==> src/rtl/lpct_pkg.sv <==
package lpct_pkg;
  typedef enum logic [1:0] {
    PM_RUN  = 2'b00,
    PM_WAIT = 2'b01,
    PM_STOP = 2'b10
  } pmode_t;
endpackage

==> src/rtl/lpct_edge_sync.sv <==
module lpct_edge_sync #(
  parameter int STAGES = 2
) (
  input  logic clk,
  input  logic rst_n,
  input  logic pin_i,
  input  logic rise_sel_i,
  output logic edge_o
);
  localparam int LAST = STAGES - 1;

  logic [STAGES-1:0] chain;
  logic              prev;

  // shift register that retimes the asynchronous pin
  for (genvar s = 0; s < STAGES; s++) begin : g_stage
    if (s == 0) begin : g_first
      always_ff @(posedge clk or negedge rst_n) begin
        if (!rst_n) chain[0] <= 1'b0;
        else        chain[0] <= pin_i;
      end
    end else begin : g_next
      always_ff @(posedge clk or negedge rst_n) begin
        if (!rst_n) chain[s] <= 1'b0;
        else        chain[s] <= chain[s-1];
      end
    end
  end

  always_ff @(posedge clk or negedge rst_n) begin
    if (!rst_n) prev <= 1'b0;
    else        prev <= chain[LAST];
  end

  always_comb begin
    if (rise_sel_i) edge_o = chain[LAST] & ~prev;
    else            edge_o = ~chain[LAST] & prev;
  end
endmodule

==> src/rtl/lpct_pwr_ctrl.sv <==
module lpct_pwr_ctrl
  import lpct_pkg::*;
(
  input  logic   clk,
  input  logic   rst_n,
  input  logic   wait_req,
  input  logic   stop_req,
  input  logic   wake_irq,
  input  logic   timer_irq,
  output pmode_t mode,
  output logic   stop_exit
);
  pmode_t mode_nxt;

  always_comb begin
    mode_nxt = mode;
    unique case (mode)
      PM_RUN: begin
        if (stop_req)      mode_nxt = PM_STOP;
        else if (wait_req) mode_nxt = PM_WAIT;
      end
      PM_WAIT: begin
        if (wake_irq || timer_irq) mode_nxt = PM_RUN;
      end
      PM_STOP: begin
        if (wake_irq) mode_nxt = PM_RUN;
      end
      default: mode_nxt = PM_RUN;
    endcase
  end

  assign stop_exit = (mode == PM_STOP) && wake_irq;

  always_ff @(posedge clk or negedge rst_n) begin
    if (!rst_n) mode <= PM_RUN;
    else        mode <= mode_nxt;
  end
endmodule

==> src/rtl/lpct_counter.sv <==
module lpct_counter #(
  parameter int              CNT_W   = 16,
  parameter logic [CNT_W-1:0] RST_VAL = 16'hFFFC
) (
  input  logic             clk,
  input  logic             rst_n,
  input  logic             tick_en,
  output logic [CNT_W-1:0] count
);
  localparam logic [CNT_W-1:0] STEP = {{(CNT_W-1){1'b0}}, 1'b1};

  always_ff @(posedge clk or negedge rst_n) begin
    if (!rst_n)       count <= RST_VAL;
    else if (tick_en) count <= count + STEP;
  end
endmodule

==> src/rtl/lpct_capture.sv <==
module lpct_capture #(
  parameter int CNT_W = 16
) (
  input  logic             clk,
  input  logic             rst_n,
  input  logic             stopped,
  input  logic             stop_exit,
  input  logic             edge_hit,
  input  logic             flag_clr,
  input  logic [CNT_W-1:0] count,
  output logic [CNT_W-1:0] capt,
  output logic             flag
);
  logic armed;
  logic load;

  // a live edge loads directly; an edge seen while stopped waits for wake-up
  assign load = (!stopped && edge_hit) || (stop_exit && (armed || edge_hit));

  always_ff @(posedge clk or negedge rst_n) begin
    if (!rst_n)                    armed <= 1'b0;
    else if (stop_exit)            armed <= 1'b0;
    else if (stopped && edge_hit)  armed <= 1'b1;
  end

  always_ff @(posedge clk or negedge rst_n) begin
    if (!rst_n)    capt <= '0;
    else if (load) capt <= count;
  end

  always_ff @(posedge clk or negedge rst_n) begin
    if (!rst_n)        flag <= 1'b0;
    else if (load)     flag <= 1'b1;
    else if (flag_clr) flag <= 1'b0;
  end
endmodule

==> src/rtl/lp_capture_timer.sv <==
module lp_capture_timer
  import lpct_pkg::*;
#(
  parameter int               CNT_W       = 16,
  parameter logic [CNT_W-1:0] CNT_RST     = 16'hFFFC,
  parameter int               SYNC_STAGES = 2
) (
  input  logic             clk,
  input  logic             rst_n,
  input  logic             wait_req,
  input  logic             stop_req,
  input  logic             wake_irq,
  input  logic             cap_pin,
  input  logic             cap_rise,
  input  logic             cap_ie,
  input  logic             flag_clr,
  output logic [CNT_W-1:0] count_o,
  output logic [CNT_W-1:0] capt_o,
  output logic             cap_flag_o,
  output logic             timer_irq_o,
  output logic [1:0]       mode_o
);
  pmode_t mode;
  logic   stop_exit;
  logic   edge_hit;
  logic   stopped;

  assign stopped     = (mode == PM_STOP);
  assign timer_irq_o = cap_flag_o & cap_ie;
  assign mode_o      = mode;

  lpct_pwr_ctrl u_pwr (
    .clk       (clk),
    .rst_n     (rst_n),
    .wait_req  (wait_req),
    .stop_req  (stop_req),
    .wake_irq  (wake_irq),
    .timer_irq (timer_irq_o),
    .mode      (mode),
    .stop_exit (stop_exit)
  );

  lpct_counter #(.CNT_W(CNT_W), .RST_VAL(CNT_RST)) u_cnt (
    .clk     (clk),
    .rst_n   (rst_n),
    .tick_en (!stopped),
    .count   (count_o)
  );

  lpct_edge_sync #(.STAGES(SYNC_STAGES)) u_sync (
    .clk        (clk),
    .rst_n      (rst_n),
    .pin_i      (cap_pin),
    .rise_sel_i (cap_rise),
    .edge_o     (edge_hit)
  );

  lpct_capture #(.CNT_W(CNT_W)) u_cap (
    .clk       (clk),
    .rst_n     (rst_n),
    .stopped   (stopped),
    .stop_exit (stop_exit),
    .edge_hit  (edge_hit),
    .flag_clr  (flag_clr),
    .count     (count_o),
    .capt      (capt_o),
    .flag      (cap_flag_o)
  );
endmodule

==> config.mk <==
export PLATFORM = sky130hd
export DESIGN_NAME = lp_capture_timer
export DESIGN_NICKNAME = d
export VERILOG_FILES = /design/src/rtl/lpct_pkg.sv /design/src/rtl/lpct_edge_sync.sv /design/src/rtl/lpct_pwr_ctrl.sv /design/src/rtl/lpct_counter.sv /design/src/rtl/lpct_capture.sv /design/src/rtl/lp_capture_timer.sv
export SDC_FILE = /design/constraint.sdc
export NUM_CORES = 1
export LEC_CHECK = 0
export BUFFER_PORTS_ARGS = -buffer_cell sky130_fd_sc_hd__buf_2
export CORE_MARGIN = 4
export CORE_UTILIZATION = 45
export DETAILED_ROUTE_END_ITERATION = 8
export GPL_TIMING_DRIVEN = 0
export PLACE_DENSITY = 0.8
export SYNTH_ARGS = -nofsm -noshare
export SYNTH_HDL_FRONTEND = slang
export SYNTH_SLANG_ARGS = --single-unit
==> constraint.sdc <==
create_clock -name clk -period 3.81 [get_ports clk]
set_input_delay 0.1905 -clock clk [delete_from_list [all_inputs] [get_ports clk]]
set_output_delay 0.1905 -clock clk [all_outputs]
set_load 0.005 [all_outputs]
# After elaboration in Yosys (flattened, before gate mapping)
# Cells that the tools add are included.
totals:
  reg_bits: 39
  inputBits: 9
  out_inout_bits: 36
classes:
  add_sub_neg: 1
  n_eq_ne: 5
  muxes: 10
  bitwise_logic: 5
  reduce_logical: 12
op_table:
  columns: ["operator", "n"]
  rows:
  - ["$add A16 B1 Y16 const B", 1]
  - ["$mux W2", 4]
  - ["$pmux W2 S3", 1]
  - ["$mux W1", 5]
  - ["$logic_and A1 B1 Y1", 4]
  - ["$reduce_bool A2 Y1", 2]
  - ["$and A1 B1 Y1", 3]
  - ["$logic_or A1 B1 Y1", 3]
  - ["$ne A3 B3 Y1 const B", 1]
  - ["$reduce_and A3 Y1", 1]
  - ["$eq A2 B1 Y1 const B", 1]
  - ["$eq A2 B2 Y1 const B", 1]
  - ["$logic_not A2 Y1", 1]
  - ["$ne A2 B1 Y1 const B", 1]
  - ["$ne A2 B2 Y1 const B", 1]
  - ["$not A1 Y1", 2]
  - ["$logic_not A1 Y1", 1]

# Longest topological paths before layout
# Gate-level depths: netlist (run 1).
logic_depth:
  word_depth: 7
  ltp_mapped: 6
  ltp_nobuf: 4

# By module
# A second synthesis (run 1) with hierarchy kept.
unflattened:
  hier_cells: 116
  hier_area_um2: 1655.3
modules_own_cells:
  columns: ["mod", "n_inst", "cells_each", "area_per_inst_um2", "seq_area_each_um2"]
  rows:
  - ["lpct_capture", 1, 42, 721.9, 450.4]
  - ["lpct_counter", 1, 56, 713.2, 417.9]
  - ["lpct_pwr_ctrl", 1, 9, 103.8, 50.0]
  - ["lpct_edge_sync", 1, 6, 97.6, 75.1]
  - ["lp_capture_timer", 1, 3, 18.8, 0.0]

# Worst setup path before layout (run 1)
# OpenSTA, ideal clock, no wires.
synth_timing:
  kind: "reg2reg"
  from: "register u_pwr.mode[0]"
  to: "register u_cap.capt[10]"
  setup_ps: 125
  arrival_ps: 1450
  required_ps: 3685
  path_slack_ps: 2235
  path_stages_with_launch: 6
  path_buffers: 2
  synth_period_minus_slack_ps: 1575
  path_cell_list: "dfrtp_1 nand2b_1 o22a_1 buf_6 buf_12 mux2_4"
synth_via:
  elab_chain_len: 4
  elab_cells_between_ends: 6
  cone_classes: "1 x eq/ne; 5 x reduce/logical"
synth_rtl:
  columns: ["item", "line", "text"]
  rows:
  - ["from (decl)", "lpct_pwr_ctrl.sv:10", "output pmode_t mode,"]
  - ["from (signal assigned)", "lpct_pwr_ctrl.sv:36", "else mode <= mode_nxt;"]
  - ["$eq A2 B2 Y1 (*)", "lpct_pwr_ctrl.sv:32, lp_capture_timer.sv:28", null]
  - ["$logic_not A1 Y1 / $logic_and A1 B1 Y1 (equally long branches)", "lpct_capture.sv:18, lpct_pwr_ctrl.sv:32", null]
  - ["$logic_and A1 B1 Y1", "lpct_capture.sv:18", "assign load = (!stopped && edge_hit) || (stop_exit && (armed || edge_hit));"]
  - ["$logic_or A1 B1 Y1 (*)", "lpct_capture.sv:18", null]
  - ["to (signal assigned)", "lpct_capture.sv:28", "else if (load) capt <= count;"]
  - ["to (decl)", "lpct_capture.sv:11", "output logic [CNT_W-1:0] capt,"]
# Every way passes the cells marked *; elsewhere a longest branch is shown, timed or not.
# A chain may end at the register's enable or synchronous reset.

# Worst setup path after layout (run 1)
layout_timing:
  from: "register u_pwr.mode[0]"
  to: "register u_cap.capt[7]"
# The elaborated chain is that of the path after synthesis.

==> impl_metrics.env, run 1 <==
export IMPL_status="finished, violations left"
export IMPL_violations="hold timing"
export IMPL_setup_violations=0
export IMPL_cp_end_kind="flip-flop"
export IMPL_post_route_util=0.590
export IMPL_row_count=21
export IMPL_slew_viol_final=0
export IMPL_p_seq_frac=0.505
export IMPL_clockBufferDepth=2
export IMPL_dieArea_um2=4720
export IMPL_synth_simple_gate_area_frac=0.133
export IMPL_worst_path_max_delay_cell="dfrtp_1"
export IMPL_rsz0062_at_grt="false"
export IMPL_yosysWarnings=0
export IMPL_grt_pass1_vias=1065
export IMPL_layoutNonFillerInstCount=219
export IMPL_die_x_um=68.7
export IMPL_antennaDiodeCount=0
export IMPL_crit_chain="nand2b_1 > o22a_1 > buf_6 > buf_12 > mux2_4"
export IMPL_drt_total_wl_um=3120
export IMPL_hold_class="input pin to async pin"
export IMPL_overflow=0
export IMPL_num_vias=1090
export IMPL_fin_skew_ns=0.00576
export IMPL_irDropWorstVdd_v=0.000312
export IMPL_cts_root_buf="clkbuf_8"
export IMPL_hold_viol=3
export IMPL_crit_start="u_pwr.mode[0]$_DFFE_PN0P_"
export IMPL_ant_nets=0
export IMPL_period_share=0.445
export IMPL_fin_nets=182
export IMPL_cp_max_fo=10
export IMPL_power_mw=1.20
export IMPL_reg2reg_depth=5
export IMPL_synth_top_family_by_area="simple AND/OR/NAND/NOR gates"
export IMPL_syn_to_final_growth_pct=22.5
export IMPL_core_um2=3440
export IMPL_synth_mux_area_frac=0.129
export IMPL_setup_tns_ns=0
export IMPL_cp_top_family="flip-flops"
export IMPL_fin_hold_ws_ns=-0.00269
export IMPL_place_area_um2=1940
export IMPL_routed_via_density=4.98
export IMPL_fin_crit_ns=1.70
export IMPL_drtIter0Drc=61
export IMPL_cts_sinks=39
export IMPL_dp_hpwl_um=2310
export IMPL_synth_seq_cells=39
export IMPL_cp_depth=5
export IMPL_clkPwrFrac=0.220
export IMPL_combPwrFrac=0.276
export IMPL_cts_resized=0
export IMPL_critical_path_required_ns=3.99
export IMPL_clock_fmax_ghz=0.590
export IMPL_cts_tree="built"
export IMPL_seq_area_frac_synth=0.599
export IMPL_grt_max_degree=40
export IMPL_syn_inst=120
export IMPL_die_height_um=68.7
export IMPL_relSlewSlack=0.450
export IMPL_grt_usage=0.147
export IMPL_yosys_area_top_type="dfrtp_1"
export IMPL_avgRoutedWirePerCell_um=14.3
export IMPL_synth_fa_ha_area_frac=0.00754
export IMPL_worstPathArrival_ns=1.87
export IMPL_io_buffers=44
export IMPL_drc=0
export IMPL_powerDensity_nw_per_um2=591
export IMPL_worstSetupPathType="flip-flop to flip-flop"
export IMPL_grt_pass1_wl_um=4960
export IMPL_final_common_cell="buf_2"
export IMPL_swShare=0.309
export IMPL_p_sw_uw=371
export IMPL_final_cell_area_um2=2030
export IMPL_internal_power_uw=831
export IMPL_critPathBufInv=2
export IMPL_antenna_found_initial=0
export IMPL_synth_top_area_frac=0.377
export IMPL_synth_area_top_cells="dfrtp_1, dfstp_2, mux2_4"
export IMPL_r2r_start="u_pwr.mode[0]$_DFFE_PN0P_"
export IMPL_dp_cells=210
export IMPL_max_cap_violations=0
export IMPL_htree_num_levels=2
export IMPL_layout_common_cells="buf_2, dfrtp_1, dfstp_2"
export IMPL_synth_nets=130
export IMPL_slowest_delay_ns=0.45
export IMPL_clkLatencyLatePin_ns=0.29
export IMPL_start_kind="flip-flop"
export IMPL_leakage_nw=1.02
export IMPL_synth_xor_area_frac=0.0792
export IMPL_holdBufCountCts=0
export IMPL_syn_area_um2=1660
export IMPL_post_cts_setup_buffers=0
export IMPL_ios=45
export IMPL_cts_buffers=5
export IMPL_avgSynthCellArea_um2=13.8
export IMPL_drive_gt1_frac=0.509
export IMPL_synth_cell_types=31
export IMPL_clk_pin_slew_ns=0.07
export IMPL_fillers=279
export IMPL_gp_congestion=0.728
export IMPL_initial_core_util=0.482
export IMPL_synth_compound_gate_area_share=0.0294
export IMPL_first_pass_iters=4
export IMPL_worst_slew_pin_slew_ns=0.826
==> power groups by stage <==
stage	Combinational, mW	Sequential (mW)	Clock (mW)
2_1_floorplan	0.202	0.607	0
3_3_place_gp	0.329	0.604	0
3_5_place_dp	0.337	0.615	0
4_1_cts	0.340	0.608	0.272
5_1_grt	0.372	0.624	0.294
6_report	0.331	0.606	0.264
==> registers in the layout (all words and copies together), names as in the netlist <==
signal / flops
u_cnt.count: 16
u_cap.capt: 16
u_cap.flag: 1
u_cap.armed: 1
u_sync.prev: 1
u_sync.chain: 2
u_pwr.mode: 2
==> synthesized netlist by cell type <==
master and instances:
buf_12 1, nor2_1 5, ha_1 1, nand4_4 1
and2_1 2, dfrtp_1 25, nand2b_1 2, a211oi_1 1
buf_6 1, mux2_4 9, and4_1 1, a22oi_1 1
nor3b_1 1, nand4_1 2, nand3_1 4, nand2_1 12
o22ai_1 1, nor3_1 3, and3_2 1, a21oi_1 2
nor4_1 1, dfstp_2 14, o22a_1 1, nor2b_4 1
a21o_2 1, inv_1 2, mux2_2 7, nor4_2 1
xnor2_1 9, and3_1 1, xor2_1 6
==> area by class of cell <==
cell class / count / area (um^2) / area share
Buffer: 2 / 31.3 / 0.0154
Sequential cell: 39 / 993 / 0.489
Inverter: 2 / 7.51 / 0.00369
Tap cell: 46 / 57.6 / 0.0283
Clock buffer: 6 / 72.6 / 0.0357
Clock inverter: 2 / 12.5 / 0.00616
Multi-Input combinational cell: 77 / 627 / 0.308
Timing Repair Buffer: 45 / 230 / 0.113
==> cells by family after synthesis <==
group | after synthesis
adder cells (fa/ha/maj) | 1
multiplexers | 16
AO/OA/AOI/OAI | 7
buffers and inverters | 4
flip-flops | 39
XOR/XNOR | 15
AND/OR/NAND/NOR | 38
==> through the flow <==
step / hold WS (ns) / setup slack, ns
global route: 0.0533 / 1.99
floorplan: -0.105 / 2.24
CTS: 0.00183 / 2.10
detailed placement: 0.300 / 2.11
global placement: 0.299 / 2.15
finish: -0.00269 / 2.11
==> path summary, 6_finish.rpt <==
path                                                   end  slack (ns)
worst max-delay path             u_cap.capt[7]$_DFFE_PN0P_        2.11
worst min-delay path            u_cap.capt[12]$_DFFE_PN0P_      -0.003
worst max register to register   u_cap.capt[7]$_DFFE_PN0P_        2.11
worst min register to register   u_sync.chain[1]$_DFF_PN0_        0.36
max in group asynchronous        u_pwr.mode[0]$_DFFE_PN0P_        3.29
min in group clk                   u_cap.armed$_DFFE_PN0P_        0.12
==> per-layer routing <==
| metal | vias to the layer above | share of wire | track usage |
|---|---|---|---|
| li1 | 516 | - | - |
| met1 | 532 | 0.44 | 0.188 |
| met2 | 33 | 0.48 | 0.225 |
| met3 | 9 | 0.060 | 0.0389 |
| met4 | 0 | 0.023 | 0.0803 |
| met5 | - | 0 | 0 |
==> worst register-to-register path, delay by kind of cell, from the launching register on <==
kind	cells	cell delay [ns]
AND/OR/NAND/NOR	1	0.29
buffers and inverters	2	0.30
AO/OA/AOI/OAI	1	0.26
flip-flops	1	0.45
multiplexers	1	0.30
Note: power is estimated with default switching activity, not from simulation.
==> run 2: changes to the inputs <==
--- a/config.mk
+++ b/config.mk
@@ -10,7 +10,7 @@
 export CORE_UTILIZATION = 45
 export DETAILED_ROUTE_END_ITERATION = 8
 export GPL_TIMING_DRIVEN = 0
-export PLACE_DENSITY = 0.8
+export PLACE_DENSITY = 0.83
 export SYNTH_ARGS = -nofsm -noshare
 export SYNTH_HDL_FRONTEND = slang
 export SYNTH_SLANG_ARGS = --single-unit
==> constraint.sdc (replaced) <==
create_clock -name clk -period 1.54 [get_ports clk]
set_input_delay 0.077 -clock clk [delete_from_list [all_inputs] [get_ports clk]]
set_output_delay 0.077 -clock clk [all_outputs]
set_load 0.005 [all_outputs]
==> impl_metrics.env, run 2 (synthesis results as in run 1) <==
export IMPL_drive_gt1_frac=0.597
export IMPL_max_cap_violations=0
export IMPL_avgRoutedWirePerCell_um=16.1
export IMPL_antennaDiodeCount=0
export IMPL_reg_largest_list="u_cap.capt (16), u_cnt.count (16)"
export IMPL_hold_class="input pin to flip-flop"
export IMPL_cts_tree="built"
export IMPL_fin_skew_ns=0.00695
export IMPL_fin_nets=195
export IMPL_antenna_found_initial=0
export IMPL_drc=0
export IMPL_overflow=0
export IMPL_cts_root_buf="clkbuf_8"
export IMPL_cts_sinks=39
export IMPL_worst_path_max_delay_cell="dfrtp_1"
export IMPL_worstPathArrival_ns=1.76
export IMPL_rrSetupSlack_ns=-0.04
export IMPL_drt_total_wl_um=3750
export IMPL_hold_depth=3
export IMPL_ant_nets=0
export IMPL_fin_crit_ns=1.58
export IMPL_status="finished, violations left"
export IMPL_grt_pass1_wl_um=5310
export IMPL_leakage_nw=1.14
export IMPL_clkLatencyLatePin_ns=0.30
export IMPL_io_buffers=44
export IMPL_gp_congestion=0.736
export IMPL_cts_buffers=5
export IMPL_rsz0062_at_grt="true"
export IMPL_setup_slack_ns=-0.0364
export IMPL_powerDensity_nw_per_um2=1470
export IMPL_pre_cts_ws_ns=-0.122
export IMPL_cp_end_kind="flip-flop"
export IMPL_crit_start="u_sync.chain[1]$_DFF_PN0_"
export IMPL_irDropWorstVdd_v=0.000621
export IMPL_cp_max_fo=7
export IMPL_worstReg2RegEnd="u_cap.capt[14]$_DFFE_PN0P_"
export IMPL_crit_chain="nand2b_4 > o22ai_4 > o22a_1 > buf_6 > clkbuf_16 > mux2_4"
export IMPL_core_um2=3440
export IMPL_grt_pass1_vias=1145
export IMPL_routed_via_density=5.11
export IMPL_slew_viol_final=0
export IMPL_worst_slew_pin_slew_ns=0.836
export IMPL_clock_fmax_ghz=0.634
export IMPL_reg2reg_depth=6
export IMPL_first_pass_iters=4
export IMPL_row_count=21
export IMPL_layout_common_cells="buf_2, dfrtp_1, dfstp_2"
export IMPL_worstSetupPathType="flip-flop to flip-flop"
export IMPL_relSlewSlack=0.443
export IMPL_endpoint="u_cap.capt[14]$_DFFE_PN0P_"
export IMPL_dieArea_um2=4720
export IMPL_clockBufferDepth=2
export IMPL_drtIter0Drc=83
export IMPL_final_common_cell="buf_2"
export IMPL_clk_pin_slew_ns=0.07
export IMPL_die_x_um=68.7
export IMPL_hold_viol=0
export IMPL_htree_num_levels=2
export IMPL_critical_path_required_ns=1.73
export IMPL_fin_hold_ws_ns=0.0435
export IMPL_grt_max_degree=40
export IMPL_die_height_um=68.7
export IMPL_period_share=1.02
export IMPL_ios=45
export IMPL_dp_hpwl_um=2290
export IMPL_violations="setup timing"
export IMPL_setup_violations=11
export IMPL_initial_core_util=0.482
export IMPL_num_vias=1185
export IMPL_grt_usage=0.157
export IMPL_syn_to_final_growth_pct=35.9
export IMPL_start_kind="flip-flop"
export IMPL_r2r_start="u_sync.chain[1]$_DFF_PN0_"
export IMPL_slowest_delay_ns=0.38
==> run 2: changes by cell type in the layout (fill, tap and decap cells not counted), sizes merged <==
cell,change
buf,+10
dlygate4sd3,+2
clkinvlp,-1
clkbuf,+2
==> run 2: cell type report <==
class / count / area (um^2)
repair buffers: 58 / 363
flip-flops and latches: 39 / 996
fillers: 258 / 1190
well taps: 46 / 57.6
inverters: 2 / 7.51
plain buffers: 2 / 31.3
multi-input cells: 77 / 718
clock inverters: 1 / 5.00
clock buffers: 7 / 76.3
==> run 2: what timing repair did <==
action                                 CTS  global route
gates resized for setup                  7            11
hold buffers                             3             0
setup endpoints to repair               20            22
gates cloned                             0             1
pin swaps                                1             3
endpoints found under the hold margin   28             0
buffers inserted                         8             2
==> run 2: how the worst min path moves through the flow <==
stage / from / to / slack [ns]
floorplan: rst_n / u_cap.armed$_DFFE_PN0P_ / -0.22
global placement: cap_pin / u_sync.chain[0]$_DFF_PN0_ / 0.19
detailed placement: cap_pin / u_sync.chain[0]$_DFF_PN0_ / 0.19
CTS: stop_req / u_pwr.mode[1]$_DFFE_PN0P_ / 0.04
global route: flag_clr / u_cap.flag$_DFFE_PN0P_ / 0.06
finish: wait_req / u_pwr.mode[0]$_DFFE_PN0P_ / 0.04
==> run 2: metrics by stage <==
| step | instance area, um^2 | utilization | setup TNS, ns | instances | power (mW) |
|---|---|---|---|---|---|
| 2_1_floorplan | 1670 | - | -0.185 | 120 | 2.02 |
| 3_3_place_gp | 1950 | 0.565 | -0.765 | 210 | 2.33 |
| 3_5_place_dp | 1950 | 0.565 | -1.21 | 210 | 2.38 |
| 4_1_cts | 2160 | 0.627 | -0.220 | 229 | 3.17 |
| 5_1_grt | 2250 | 0.655 | -0.988 | 232 | 3.49 |
| 6_report | 2250 | 0.655 | -0.221 | 232 | 3.31 |
==> run 2: critical path: cells and delay by family, from the launching register on <==
family / cells / cell delay (ns)
mux: 1 / 0.29
compound gates: 2 / 0.33
flops: 1 / 0.38
buf+inv: 2 / 0.32
simple gates: 1 / 0.15
==> run 2: metal layers <==
metal / global-route usage / share of wire
met1: 0.182 / 0.41
met4: 0.0973 / 0.031
met2: 0.256 / 0.50
met3: 0.0438 / 0.057
met5: 0 / 0
==> run 2: report_power, final <==
part,leakage [nW],internal [mW],total (mW),switching [mW]
combinational,0.634,0.636,1.15,0.509
clock,0.0422,0.318,0.669,0.351
sequential,0.464,1.29,1.49,0.202
total,1.14,2.24,3.31,1.06
==> run 3: changes to the inputs <==
--- a/config.mk
+++ b/config.mk
@@ -6,8 +6,9 @@
 export NUM_CORES = 1
 export LEC_CHECK = 0
 export BUFFER_PORTS_ARGS = -buffer_cell sky130_fd_sc_hd__buf_2
-export CORE_MARGIN = 4
+export CORE_MARGIN = 2
 export CORE_UTILIZATION = 45
+export CTS_BUF_LIST = sky130_fd_sc_hd__clkbuf_8
 export DETAILED_ROUTE_END_ITERATION = 8
 export GPL_TIMING_DRIVEN = 0
 export PLACE_DENSITY = 0.83
==> impl_metrics.env, run 3 (synthesis results as in run 1) <==
export IMPL_final_common_cell="buf_2"
export IMPL_drive_gt1_frac=0.598
export IMPL_critical_path_required_ns=1.72
export IMPL_drtIter0Drc=32
export IMPL_relSlewSlack=0.448
export IMPL_worstSetupPathType="flip-flop to flip-flop"
export IMPL_row_count=22
export IMPL_post_route_util=0.619
export IMPL_cts_sinks=39
export IMPL_antenna_found_initial=0
export IMPL_cts_root_buf="clkbuf_8"
export IMPL_layout_common_cells="buf_2, dfrtp_1, dfstp_2"
export IMPL_crit_start="u_pwr.mode[1]$_DFFE_PN0P_"
export IMPL_grt_pass1_wl_um=5650
export IMPL_power_mw=3.36
export IMPL_reg_largest_list="u_cap.capt (16), u_cnt.count (16)"
export IMPL_irDropWorstVdd_v=0.000924
export IMPL_r2r_start="u_pwr.mode[1]$_DFFE_PN0P_"
export IMPL_io_buffers=44
export IMPL_clock_fmax_ghz=0.645
export IMPL_leakage_nw=1.12
export IMPL_max_cap_violations=0
export IMPL_setup_tns_ns=-0.0331
export IMPL_dieArea_um2=4190
export IMPL_cts_buffers=5
export IMPL_die_height_um=64.7
export IMPL_dp_hpwl_um=2170
export IMPL_start_kind="flip-flop"
export IMPL_clk_pin_slew_ns=0.07
export IMPL_hp_start="wake_irq"
export IMPL_slew_viol_final=0
export IMPL_fin_nets=193
export IMPL_hold_viol=0
export IMPL_hold_class="input pin to flip-flop"
export IMPL_drc=0
export IMPL_fin_crit_ns=1.55
export IMPL_powerDensity_nw_per_um2=1510
export IMPL_routed_via_density=4.99
export IMPL_rsz0062_at_grt="true"
export IMPL_syn_to_final_growth_pct=34.5
export IMPL_antennaDiodeCount=0
export IMPL_setup_violations=7
export IMPL_violations="setup timing"
export IMPL_gp_congestion=0.780
export IMPL_first_pass_iters=4
export IMPL_grt_max_degree=40
export IMPL_worst_slew_pin_slew_ns=0.828
export IMPL_grt_usage=0.179
export IMPL_clkLatencyLatePin_ns=0.29
export IMPL_ios=45
export IMPL_dp_cells=212
export IMPL_htree_num_levels=2
export IMPL_overflow=0
export IMPL_ant_nets=0
export IMPL_cts_tree="built"
export IMPL_avgRoutedWirePerCell_um=14.3
export IMPL_status="finished, violations left"
export IMPL_die_x_um=64.7
export IMPL_setup_slack_ns=-0.00985
export IMPL_clockBufferDepth=2
export IMPL_num_vias=1157
export IMPL_initial_core_util=0.460
export IMPL_grt_pass1_vias=1161
export IMPL_cp_max_fo=10
export IMPL_period_share=1.01
export IMPL_worstPathArrival_ns=1.73
export IMPL_drt_total_wl_um=3330
export IMPL_core_um2=3610
export IMPL_cp_end_kind="flip-flop"
export IMPL_layoutNonFillerInstCount=232
export IMPL_fin_skew_ns=0.00735
[run 3: layout make-up]
cell class	count	area, um^2
plain buffers	2	31.3
clock buffers	7	96.3
clock inverters	1	7.51
fillers	287	1370
inverters	2	7.51
multi-input cells	77	706
flip-flops and latches	39	996
well taps	48	60.1
repair buffers	56	328
[run 3: worst max-delay path, cell delays in order, from the launching register on]
cell     delay [ns]
dfrtp_2        0.42
nor2b_4        0.13
and2_4         0.13
o22a_1         0.18
buf_6          0.14
buf_12         0.14
mux2_4         0.30
[run 3: where the power goes]
part	switching [mW]	internal [mW]
Clock	0.341	0.407
Combinational	0.487	0.641
Sequential	0.197	1.29
Total	1.03	2.34
[run 3: layer usage]
layer	wire (um)	vias up	track usage
li1	-	536	-
met1	1450	582	0.226
met2	1660	34	0.289
met3	179	5	0.0503
met4	43	0	0.0718
met5	0	-	0
[run 3: timing repair]
action                                  CTS  global route
endpoints found under the setup margin   22            20
resized for setup                         9             7
pin swaps                                 1             2
hold buffers                              2             0
endpoints found under the hold margin    26             0
buffers inserted                         10             0
[run 3: worst paths after layout]
path                                               to  slack, ns  cells after the start
setup / recovery           u_cap.capt[14]$_DFFE_PN0P_      -0.01                      6
hold / removal              u_pwr.mode[1]$_DFFE_PN0P_       0.02                      2
setup reg to reg           u_cap.capt[14]$_DFFE_PN0P_      -0.01                      6
hold reg to reg             u_sync.chain[1]$_DFF_PN0_       0.35                      0
max in group asynchronous   u_pwr.mode[0]$_DFFE_PN0P_       0.55                      2
min in group asynchronous  u_cap.capt[12]$_DFFE_PN0P_       0.41                      2
[run 3: stage by stage]
step	hold WS, ns	instance area (um^2)	setup slack [ns]
global route	0.0184	2230	-0.0605
detailed placement	0.186	1950	-0.130
CTS	0.00406	2200	-0.00305
finish	0.0163	2230	-0.00985
global placement	0.185	1950	-0.0816
floorplan	-0.219	1670	-0.0205
